===== src/rtl/srd_pkg.sv =====
package srd_pkg;
    typedef enum logic [1:0] {
        TK_IDLE  = 2'd0,
        TK_SERVE = 2'd1,
        TK_PASS  = 2'd2
    } tok_state_e;
endpackage


===== src/rtl/srd_nbr_mark.sv =====
// Per-channel set vector: own hit plus neighbour spreading, gated by the mask.
module srd_nbr_mark #(
    parameter int NCH   = 64,
    parameter int BR_A  = 7,
    parameter int BR_B  = 56
) (
    input  logic [NCH-1:0] hit,
    input  logic [NCH-1:0] chan_mask,
    input  logic           nbr_en,
    input  logic           bridge_en,
    input  logic           edge_lo,
    input  logic           edge_hi,
    output logic [NCH-1:0] set_vec
);
    for (genvar i = 0; i < NCH; i++) begin : g_ch
        logic lo_n, up_n, br_n;
        if (i == 0) begin : g_lo_edge
            assign lo_n = edge_lo;
        end else begin : g_lo_int
            assign lo_n = hit[i-1];
        end
        if (i == NCH-1) begin : g_up_edge
            assign up_n = edge_hi;
        end else begin : g_up_int
            assign up_n = hit[i+1];
        end
        if (i == BR_A) begin : g_br_a
            assign br_n = bridge_en & hit[BR_B];
        end else if (i == BR_B) begin : g_br_b
            assign br_n = bridge_en & hit[BR_A];
        end else begin : g_br_none
            assign br_n = 1'b0;
        end
        assign set_vec[i] = ~chan_mask[i] & (hit[i] | (nbr_en & (lo_n | up_n | br_n)));
    end
endmodule


===== src/rtl/srd_first_pick.sv =====
// Lowest-index set bit finder.
module srd_first_pick #(
    parameter int NCH = 64,
    parameter int AW  = 6
) (
    input  logic [NCH-1:0] vec,
    output logic           any,
    output logic [AW-1:0]  idx
);
    always_comb begin
        any = |vec;
        idx = '0;
        for (int i = NCH-1; i >= 0; i--) begin
            if (vec[i]) idx = AW'(i);
        end
    end
endmodule


===== src/rtl/sparse_token_readout.sv =====
module sparse_token_readout
    import srd_pkg::*;
#(
    parameter int NCH   = 64,
    parameter int TOK_W = 2,
    parameter int BR_A  = 7,
    parameter int BR_B  = 56
) (
    input  logic                     clk,
    input  logic                     rst_n,
    input  logic                     acq_en,
    input  logic [NCH-1:0]           peak_found,
    input  logic [NCH-1:0]           chan_mask,
    input  logic                     nbr_en,
    input  logic                     bridge_en,
    input  logic                     edge_lo_in,
    input  logic                     edge_hi_in,
    input  logic                     tok_in,
    output logic                     flag,
    output logic [$clog2(NCH)-1:0]   addr,
    output logic                     addr_oe,
    output logic                     tok_out,
    output logic                     edge_lo_out,
    output logic                     edge_hi_out
);
    localparam int AW = $clog2(NCH);
    localparam int CW = $clog2(TOK_W + 1);
    localparam logic [CW-1:0] CNT_LAST = CW'(TOK_W - 1);

    typedef struct packed {
        logic [NCH-1:0] mark;
        logic           flag;
        tok_state_e     st;
        logic [AW-1:0]  addr;
        logic [CW-1:0]  cnt;
        logic           tok_in;
        logic           edge_lo;
        logic           edge_hi;
    } state_t;

    state_t st_d, st_q;

    logic [NCH-1:0] hit_w;
    logic [NCH-1:0] set_w;
    logic           pick_any;
    logic [AW-1:0]  pick_idx;
    logic           tok_rise;

    assign hit_w    = peak_found & ~chan_mask;
    assign tok_rise = tok_in & ~st_q.tok_in;

    srd_nbr_mark #(.NCH(NCH), .BR_A(BR_A), .BR_B(BR_B)) u_nbr (
        .hit       (hit_w),
        .chan_mask (chan_mask),
        .nbr_en    (nbr_en),
        .bridge_en (bridge_en),
        .edge_lo   (edge_lo_in),
        .edge_hi   (edge_hi_in),
        .set_vec   (set_w)
    );

    srd_first_pick #(.NCH(NCH), .AW(AW)) u_pick (
        .vec (st_q.mark),
        .any (pick_any),
        .idx (pick_idx)
    );

    always_comb begin
        st_d         = st_q;
        st_d.tok_in  = tok_in;
        st_d.edge_lo = 1'b0;
        st_d.edge_hi = 1'b0;
        if (acq_en) begin
            st_d.mark    = st_q.mark | set_w;
            st_d.flag    = st_q.flag | (|hit_w);
            st_d.edge_lo = nbr_en & hit_w[0];
            st_d.edge_hi = nbr_en & hit_w[NCH-1];
            st_d.st      = TK_IDLE;
            st_d.cnt     = '0;
        end else begin
            case (st_q.st)
                TK_IDLE: begin
                    if (tok_rise) begin
                        if (pick_any) begin
                            st_d.st             = TK_SERVE;
                            st_d.addr           = pick_idx;
                            st_d.mark[pick_idx] = 1'b0;
                        end else begin
                            st_d.st   = TK_PASS;
                            st_d.cnt  = '0;
                            st_d.flag = 1'b0;
                        end
                    end
                end
                TK_SERVE: begin
                    if (pick_any) begin
                        st_d.addr           = pick_idx;
                        st_d.mark[pick_idx] = 1'b0;
                    end else begin
                        st_d.st   = TK_PASS;
                        st_d.cnt  = '0;
                        st_d.flag = 1'b0;
                    end
                end
                TK_PASS: begin
                    if (st_q.cnt == CNT_LAST) begin
                        st_d.st  = TK_IDLE;
                        st_d.cnt = '0;
                    end else begin
                        st_d.cnt = st_q.cnt + 1'b1;
                    end
                end
                default: st_d.st = TK_IDLE;
            endcase
        end
    end

    always_ff @(posedge clk) begin
        if (!rst_n) begin
            st_q <= '{mark: '0, flag: 1'b0, st: TK_IDLE, addr: '0, cnt: '0,
                      tok_in: 1'b0, edge_lo: 1'b0, edge_hi: 1'b0};
        end else begin
            st_q <= st_d;
        end
    end

    assign flag        = st_q.flag;
    assign addr_oe     = (st_q.st == TK_SERVE);
    assign addr        = addr_oe ? st_q.addr : '0;
    assign tok_out     = (st_q.st == TK_PASS);
    assign edge_lo_out = st_q.edge_lo;
    assign edge_hi_out = st_q.edge_hi;

    logic [NCH-1:0] mark_q;
    assign mark_q = st_q.mark;

    p_oe_only_readout_r11: assert property (@(posedge clk) disable iff (!rst_n)
        acq_en |=> !addr_oe);

    p_no_oe_with_tok_r10: assert property (@(posedge clk) disable iff (!rst_n)
        !(addr_oe && tok_out));

    if (TOK_W >= 2) begin : g_wide_chk
        p_tok_wide_r10: assert property (@(posedge clk) disable iff (!rst_n)
            $rose(tok_out) |=> tok_out);
    end

    p_mask_excl_r4: assert property (@(posedge clk) disable iff (!rst_n)
        acq_en |=> ((mark_q & ~$past(mark_q) & $past(chan_mask)) == '0));

    p_read_clears_r12: assert property (@(posedge clk) disable iff (!rst_n)
        addr_oe |-> !mark_q[addr]);

    p_ascending_r9: assert property (@(posedge clk) disable iff (!rst_n)
        (addr_oe && $past(addr_oe)) |-> (addr > $past(addr)));

    p_flag_hit_r3: assert property (@(posedge clk) disable iff (!rst_n)
        (acq_en && (|(peak_found & ~chan_mask))) |=> flag);

    p_edge_quiet_r7: assert property (@(posedge clk) disable iff (!rst_n)
        !nbr_en |=> (!edge_lo_out && !edge_hi_out));
endmodule


===== config.mk =====
export PLATFORM = sky130hd
export DESIGN_NAME = sparse_token_readout
export DESIGN_NICKNAME = d
export VERILOG_FILES = /design/src/rtl/srd_pkg.sv /design/src/rtl/srd_nbr_mark.sv /design/src/rtl/srd_first_pick.sv /design/src/rtl/sparse_token_readout.sv
export SDC_FILE = /design/constraint.sdc
export NUM_CORES = 1
export LEC_CHECK = 0
export CELL_PAD_IN_SITES_DETAIL_PLACEMENT = 0
export CELL_PAD_IN_SITES_GLOBAL_PLACEMENT = 2
export CORE_AREA = 2 2 156 158
export DETAILED_ROUTE_END_ITERATION = 10
export DIE_AREA = 0 0 158 160
export GPL_TIMING_DRIVEN = 0
export PLACE_DENSITY_LB_ADDON = 0.1
export SLEW_MARGIN = 20
export SYNTH_ARGS = -nofsm -noshare
export SYNTH_HDL_FRONTEND = slang
export SYNTH_SLANG_ARGS = --single-unit

===== constraint.sdc =====
create_clock -name clk -period 2.14 [get_ports clk]
set_input_delay 0.428 -clock clk [delete_from_list [all_inputs] [get_ports clk]]
set_output_delay 0.428 -clock clk [all_outputs]
set_load 0.1 [all_outputs]

# ---- Word level (Yosys, flattened, before mapping)
# Index checks and enable logic that the tools add are counted.
dict set report op_classes {
  n_addsub 1
  n_reduce_logical 14
  eq_ne 9
  magnitude_cmp 2
  bitwise 336
  mux 81
}
# op n
set op_table {}
lappend op_table {{$mux 6} 66}
lappend op_table {{$and 1x1->1} 133}
lappend op_table {{$or 1x1->1} 131}
lappend op_table {{$pmux 65 s2} 1}
lappend op_table {{$and 64x64->64} 2}
lappend op_table {{$not 64->64} 2}
lappend op_table {{$reduce_or 64->1} 2}
lappend op_table {{$mux 75} 1}
lappend op_table {{$mux 67} 1}
lappend op_table {{$not 1->1} 67}
lappend op_table {{$mux 64} 1}
lappend op_table {{$or 64x64->64} 1}
lappend op_table {{$pmux 2 s3} 2}
lappend op_table {{$pmux 6 s2} 1}
lappend op_table {{$ne 3x3->1 const B} 3}
lappend op_table {{$mux 2} 4}
lappend op_table {{$lt 6x7->1 const B} 1}
lappend op_table {{$demux 1 s6} 1}
lappend op_table {{$ge 6x1->1 const B} 1}
lappend op_table {{$reduce_and 2->1} 3}
lappend op_table {{$reduce_and 3->1} 2}
lappend op_table {{$reduce_bool 3->1} 2}
lappend op_table {{$eq 2x1->1 const B} 2}
lappend op_table {{$ne 2x2->1 const B} 2}
lappend op_table {{10 further kinds} 11}
dict set report totals {
  ff_bits 78
  word_cells 451
  input_bits 136
}

# ---- Depth between registers and ports, before layout
# Gate-level depths: netlist of run 1.
dict set report logic_depth {
  depth_word 74
  mapped_depth 10
}

# ---- By module
# A second synthesis of run 1 with hierarchy kept.
dict set report hier_totals {
  cells_unflattened 755
  area_unflattened_um2 5421.4
}
# module seq_area_each_um2 area_per_inst_um2 cells_each instances
set by_module_without_submodules {}
lappend by_module_without_submodules {sparse_token_readout 1561.5 3567.2 411 1}
lappend by_module_without_submodules {srd_nbr_mark 0.0 967.2 199 1}
lappend by_module_without_submodules {srd_first_pick 0.0 887.1 145 1}

# ---- Worst setup path after synthesis of run 1
# No wires, ideal clock.
dict set report synth_path {
  path_type {register to output}
  start {register st_q[11] in the netlist's numbering}
  end {output port addr[0]}
  slack_ns -1.014
  path_stages_with_launch 3
  path_buffers 0
  required_ns 1.712
  arrival_ns 2.726
  cell_sequence {dfxtp_1 nor2b_1 and2_1}
}
dict set report synth_between {
  elab_chain_len 2
}
# item line_no
set synth_rtl {}
lappend synth_rtl {{from (decl)} sparse_token_readout.sv:41} ;# state_t st_d, st_q;
lappend synth_rtl {{from (signal assigned)} sparse_token_readout.sv:120} ;# st_q <= '{mark: '0, flag: 1'b0, st: TK_IDLE, addr: '0, cnt: '0,
lappend synth_rtl {{from (signal assigned)} sparse_token_readout.sv:123} ;# st_q <= st_d;
lappend synth_rtl {{$eq 2x1->1} sparse_token_readout.sv:128} ;# assign addr_oe = (st_q.st == TK_SERVE);
lappend synth_rtl {{named net addr_oe} sparse_token_readout.sv:21} ;# output logic addr_oe,
lappend synth_rtl {{$mux 6} sparse_token_readout.sv:129} ;# assign addr = addr_oe ? st_q.addr : '0;
lappend synth_rtl {{to (decl)} sparse_token_readout.sv:20} ;# output logic [$clog2(NCH)-1:0] addr,
# The timed path passes the listed nets, and every way through them passes these cells.

# ---- Worst setup path in the final report of run 1
dict set report layout_path {
  start {register st_q (netlist bit mark_q[56])}
  end {register st_q (netlist bit mark_q[33])}
}
dict set report layout_between {
  elab_chain_len 67
  elab_cells_between_ends 69
  cone_classes {order compare: 2; mux: 63; bitwise: 2; reduce/logical: 2}
}
# item line_no
set layout_rtl {}
lappend layout_rtl {{$mux 6 (57 in series)} srd_first_pick.sv:14} ;# if (vec[i]) idx = AW'(i);
lappend layout_rtl {{$lt 6x7->1 (not written as such) / $ge 6x1->1 (equally long branches)} {sparse_token_readout.sv:87, sparse_token_readout.sv:98}}
lappend layout_rtl {{$logic_and 1x1->1 (not written as such)} {sparse_token_readout.sv:87, sparse_token_readout.sv:98}}
lappend layout_rtl {{$mux 1 (not written as such)} {sparse_token_readout.sv:87, sparse_token_readout.sv:98}}
lappend layout_rtl {{$demux 1 s6} {sparse_token_readout.sv:87, sparse_token_readout.sv:98}}
lappend layout_rtl {{$not 64->64 (no source line)} --}
lappend layout_rtl {{$and 64x64->64 (no source line)} --}
lappend layout_rtl {{$mux 64 *} {sparse_token_readout.sv:84, sparse_token_readout.sv:96}}
lappend layout_rtl {{$mux 75} sparse_token_readout.sv:83} ;# if (tok_rise) begin
lappend layout_rtl {{$pmux 65 s2 *} sparse_token_readout.sv:81} ;# case (st_q.st)
lappend layout_rtl {{$mux 67 *} sparse_token_readout.sv:73} ;# if (acq_en) begin
# Mark *: on every way between the ends. The rest lies on a longest branch, timed or not. The select of a mux whose other input is x is not followed.
# A chain may end at the register's enable or synchronous reset.

==> key figures, run 1 <==
Synth
  • Ys flop type: dfxtp_1
  • Number of synthesized flops with an enable pin: 0
  • Top cells by count, synth: a21oi_1, dfxtp_1, o21ai_0, nand2_1, nor3b_1
  • Area leader, netlist: dfxtp_1
  • Syn nets: 925
  • Synth top area cells: dfxtp_1, a21oi_1, nor3b_1
  • Async SR Flop Fraction: 0%
  • Post-synthesis cell area: 5612 um^2
  • Mapped Cells: 789
  • Count leader, synth: a21oi_1
  • Sequential-to-total area share from yosys stat: 27.83%
  • Flops & latches, synth: 78
  • Syn_area_per_cell: 7.112 um^2
  • Ys Warns: 0
  • Top cell type's share of synthesized area: 27.83%
  • Cell variety after synth: 64

Die
  • Core ar.: 23820 um^2
  • FP Rows: 57
  • Num ports: 147
  • Height of the die: 160 um
  • Die width: 158 um
  • Initial core utilization: 23.56%
  • DIE AREA: 25280 um^2

Placement
  • # placed instances: 1258
  • Dpl hpwl: 22.51 mm
  • Post-place setup slack: -1.104 ns
  • IO buf count: 145
  • Placer Congestion: 0.8461

Power and ir drop
  • Worst vdd ir: 362.3 uV
  • Leakage dissipation: 0.003528 uW
  • Pwr/cell area: 652.7 nW/um^2

Clock network
  • CTS Buffer Depth: 2
  • H-tree Lvls: 3
  • Clk sinks: 78
  • CTS Buf Count: 9
  • CTS tree: yes
  • Clock Latency Late Sink: 0.35 ns
  • Hold-fix buffers, CTS: 0
  • Clock edge transition at the registers on the reported setup and hold paths: 0.07 ns
  • Clk Tree Root Cell: clkbuf_16

Timing
  • Setup TNS: -12.32 ns
  • Tmin final: 2.402 ns
  • RSZ-0062 raised after global routing: yes
  • Hold Fails Final Rpt: 0
  • Final Skew: 0.007872 ns
  • Slew headroom: 29.97%
  • Final slew viol count: 0
  • Worst-margin pin slew: 1.055 ns
  • Final Cycle Share: 112.2%
  • Final WS setup: -0.2620 ns
  • Setup Viol. Count Final: 69
  • Max Fclk: 416.3 MHz

Worst setup path
  • Critical path class: reg2reg
  • Max FO, Critical Path: 7
  • R2r startpoint: mark_q[56]
  • Crit path DAT: 2.69 ns
  • Critical path launch point: mark_q[56]
  • Data required time of the worst path: 2.43 ns
  • CP Capture Type: flip-flop
  • CP Launch Type: flip-flop
  • Worst reg2reg path endpoint: mark_q[33]
  • FF-to-FF path depth: 8
  • R2r setup slk: -0.26 ns
  • Crit path to: mark_q[33]

Final layout
  • Fill cells: 2528
  • Fraction of layout cells with a size suffix above 1: 30.48%
  • Area delta synth->final: 68.76%
  • Area of the multi-input gates: 4827 um^2
  • Sequential cell area: 1629 um^2
  • Total Nets Final: 1135
  • Finished Layout Cells: 1328
  • Antenna Cells: 0

Drt
  • Drt via density: 5.184
  • Via count: 6884
  • Remaining DRCs: 0
  • DR pass1 iterations: 5
  • Final wirelength: 29.81 mm
  • Avg WL per Cell: 22.44 um
  • Antenna viol nets, final: 0
  • Initial drt markers: 386

GRT
  • Largest net degree at the start of global routing: 15
  • Total track usage: 22.92%
  • GRT overflow: 0
  • Initial antenna violation count: 0
  • First-pass GRT wire length: 42.79 mm
  • Vias in the first global route: 6777

Hold path
  • Worst Hold Class: reg2reg

Status
  • Outcome: finished with violations
  • Failing checks: negative setup slack

Run
  • Max cap viols: 0
-- critical path, cell delays in order, from the launching register on --
cell	delay, ns
dfxtp_4	0.36
or4_4	0.55
o2111ai_4	0.22
a21oi_2	0.10
o31a_1	0.32
o311a_4	0.15
or2_4	0.24
and2_4	0.25
a21oi_2	0.14
-- cell type report --
class                      instances  area share, %
buffer                            28          1.916
multi-input combinational        651          50.97
tap                              324          4.281
timing repair buffer             203          21.27
clock buffer                      10          2.523
sequential                        78          17.20
clock inverter                     6         0.7266
inverter                          28          1.110
-- how the worst min path moves through the flow --
stage / end / from / slack [ns] / cells after the start
2_1_floorplan: st_q[4] / st_q[4] / 0.41 / 2
3_3_place_gp: st_q[4] / st_q[4] / 0.43 / 2
3_5_place_dp: st_q[4] / st_q[4] / 0.43 / 2
4_1_cts: st_q[4] / st_q[4] / 0.44 / 2
5_1_grt: st_q[4] / st_q[4] / 0.46 / 2
6_report: st_q[4] / st_q[4] / 0.44 / 2
-- power by group --
| part | switching, uW | internal, uW | total, uW |
|---|---|---|---|
| Combinational | 1520 | 1280 | 2810 |
| Clock | 713 | 946 | 1660 |
| Sequential | 169 | 1550 | 1720 |
-- registers in the layout (all words and copies together), names as in the netlist --
register     count
edge_hi_out      1
flag             1
st_q            11
edge_lo_out      1
mark_q          64
-- per-stage QoR --
step | area [um^2] | hold slack, ns | utilization, % | total power, uW
floorplan | 5717 | 0.4113 | - | 2692
global placement | 7574 | 0.4265 | 31.79 | 3605
detailed placement | 7574 | 0.4336 | 31.79 | 3588
CTS | 8906 | 0.4426 | 37.39 | 5889
global route | 9470 | 0.4643 | 39.76 | 6416
finish | 9470 | 0.4408 | 39.76 | 6181
-- layer usage --
metal | share of wire [%] | wire, um | global-route usage, % | up-vias
li1 | - | - | - | 3329
met1 | 47 | 13870 | 31.97 | 3319
met2 | 46 | 13620 | 36.90 | 209
met3 | 5.9 | 1750 | 3.962 | 27
met4 | 1.9 | 566 | 5.037 | 0
met5 | 0 | 0 | 0 | -
-- cells in the final DEF, fill, tap and decap left out, types with 6 or more instances in the layout --
cell	instances
o21ai_0	72
buf_6	13
buf_12	7
nor3_4	9
dfxtp_1	42
a31oi_1	22
dlymetal6s2s_1	7
clkbuf_16	11
nor2_4	7
nor2b_1	6
nand2_1	54
a21oi_2	34
nor2_2	8
nor3b_1	67
inv_1	27
clkbuf_1	15
buf_4	38
buf_2	6
nor3_1	12
nand2b_4	14
dfxtp_2	27
dfxtp_4	9
nor2_1	37
nand2b_1	50
nor4_2	7
clkdlybuf4s50_1	127
nor4_4	12
a21oi_1	100
nand2_2	12
nor4_1	7
-- what timing repair did --
action | in CTS | in global routing
endpoints found under the setup margin | 85 | 79
setup buffers | 38 | 20
pin swaps | 36 | 57
gates resized for setup | 197 | 120
cloned | 1 | 2
-- cell families (layout without fill, tap and decap cells) --
| group | after synthesis | count (layout) | share of synthesized area, % |
|---|---|---|---|
| simple gates | 360 | 360 | 37.08 |
| flops | 78 | 78 | 27.83 |
| buf+inv | 60 | 275 | 4.259 |
| compound gates | 291 | 291 | 30.84 |
Power figures use the tool's default switching activity.
==> run 2, diff against run 1 <==
--- a/config.mk
+++ b/config.mk
@@ -8,6 +8,7 @@
 export CELL_PAD_IN_SITES_DETAIL_PLACEMENT = 0
 export CELL_PAD_IN_SITES_GLOBAL_PLACEMENT = 2
 export CORE_AREA = 2 2 156 158
+export CTS_CLUSTER_SIZE = 28
 export DETAILED_ROUTE_END_ITERATION = 10
 export DIE_AREA = 0 0 158 160
 export GPL_TIMING_DRIVEN = 0
==> results of run 2 <==
Same layout as run 1: the final DEF is identical, and so are final timing and power.
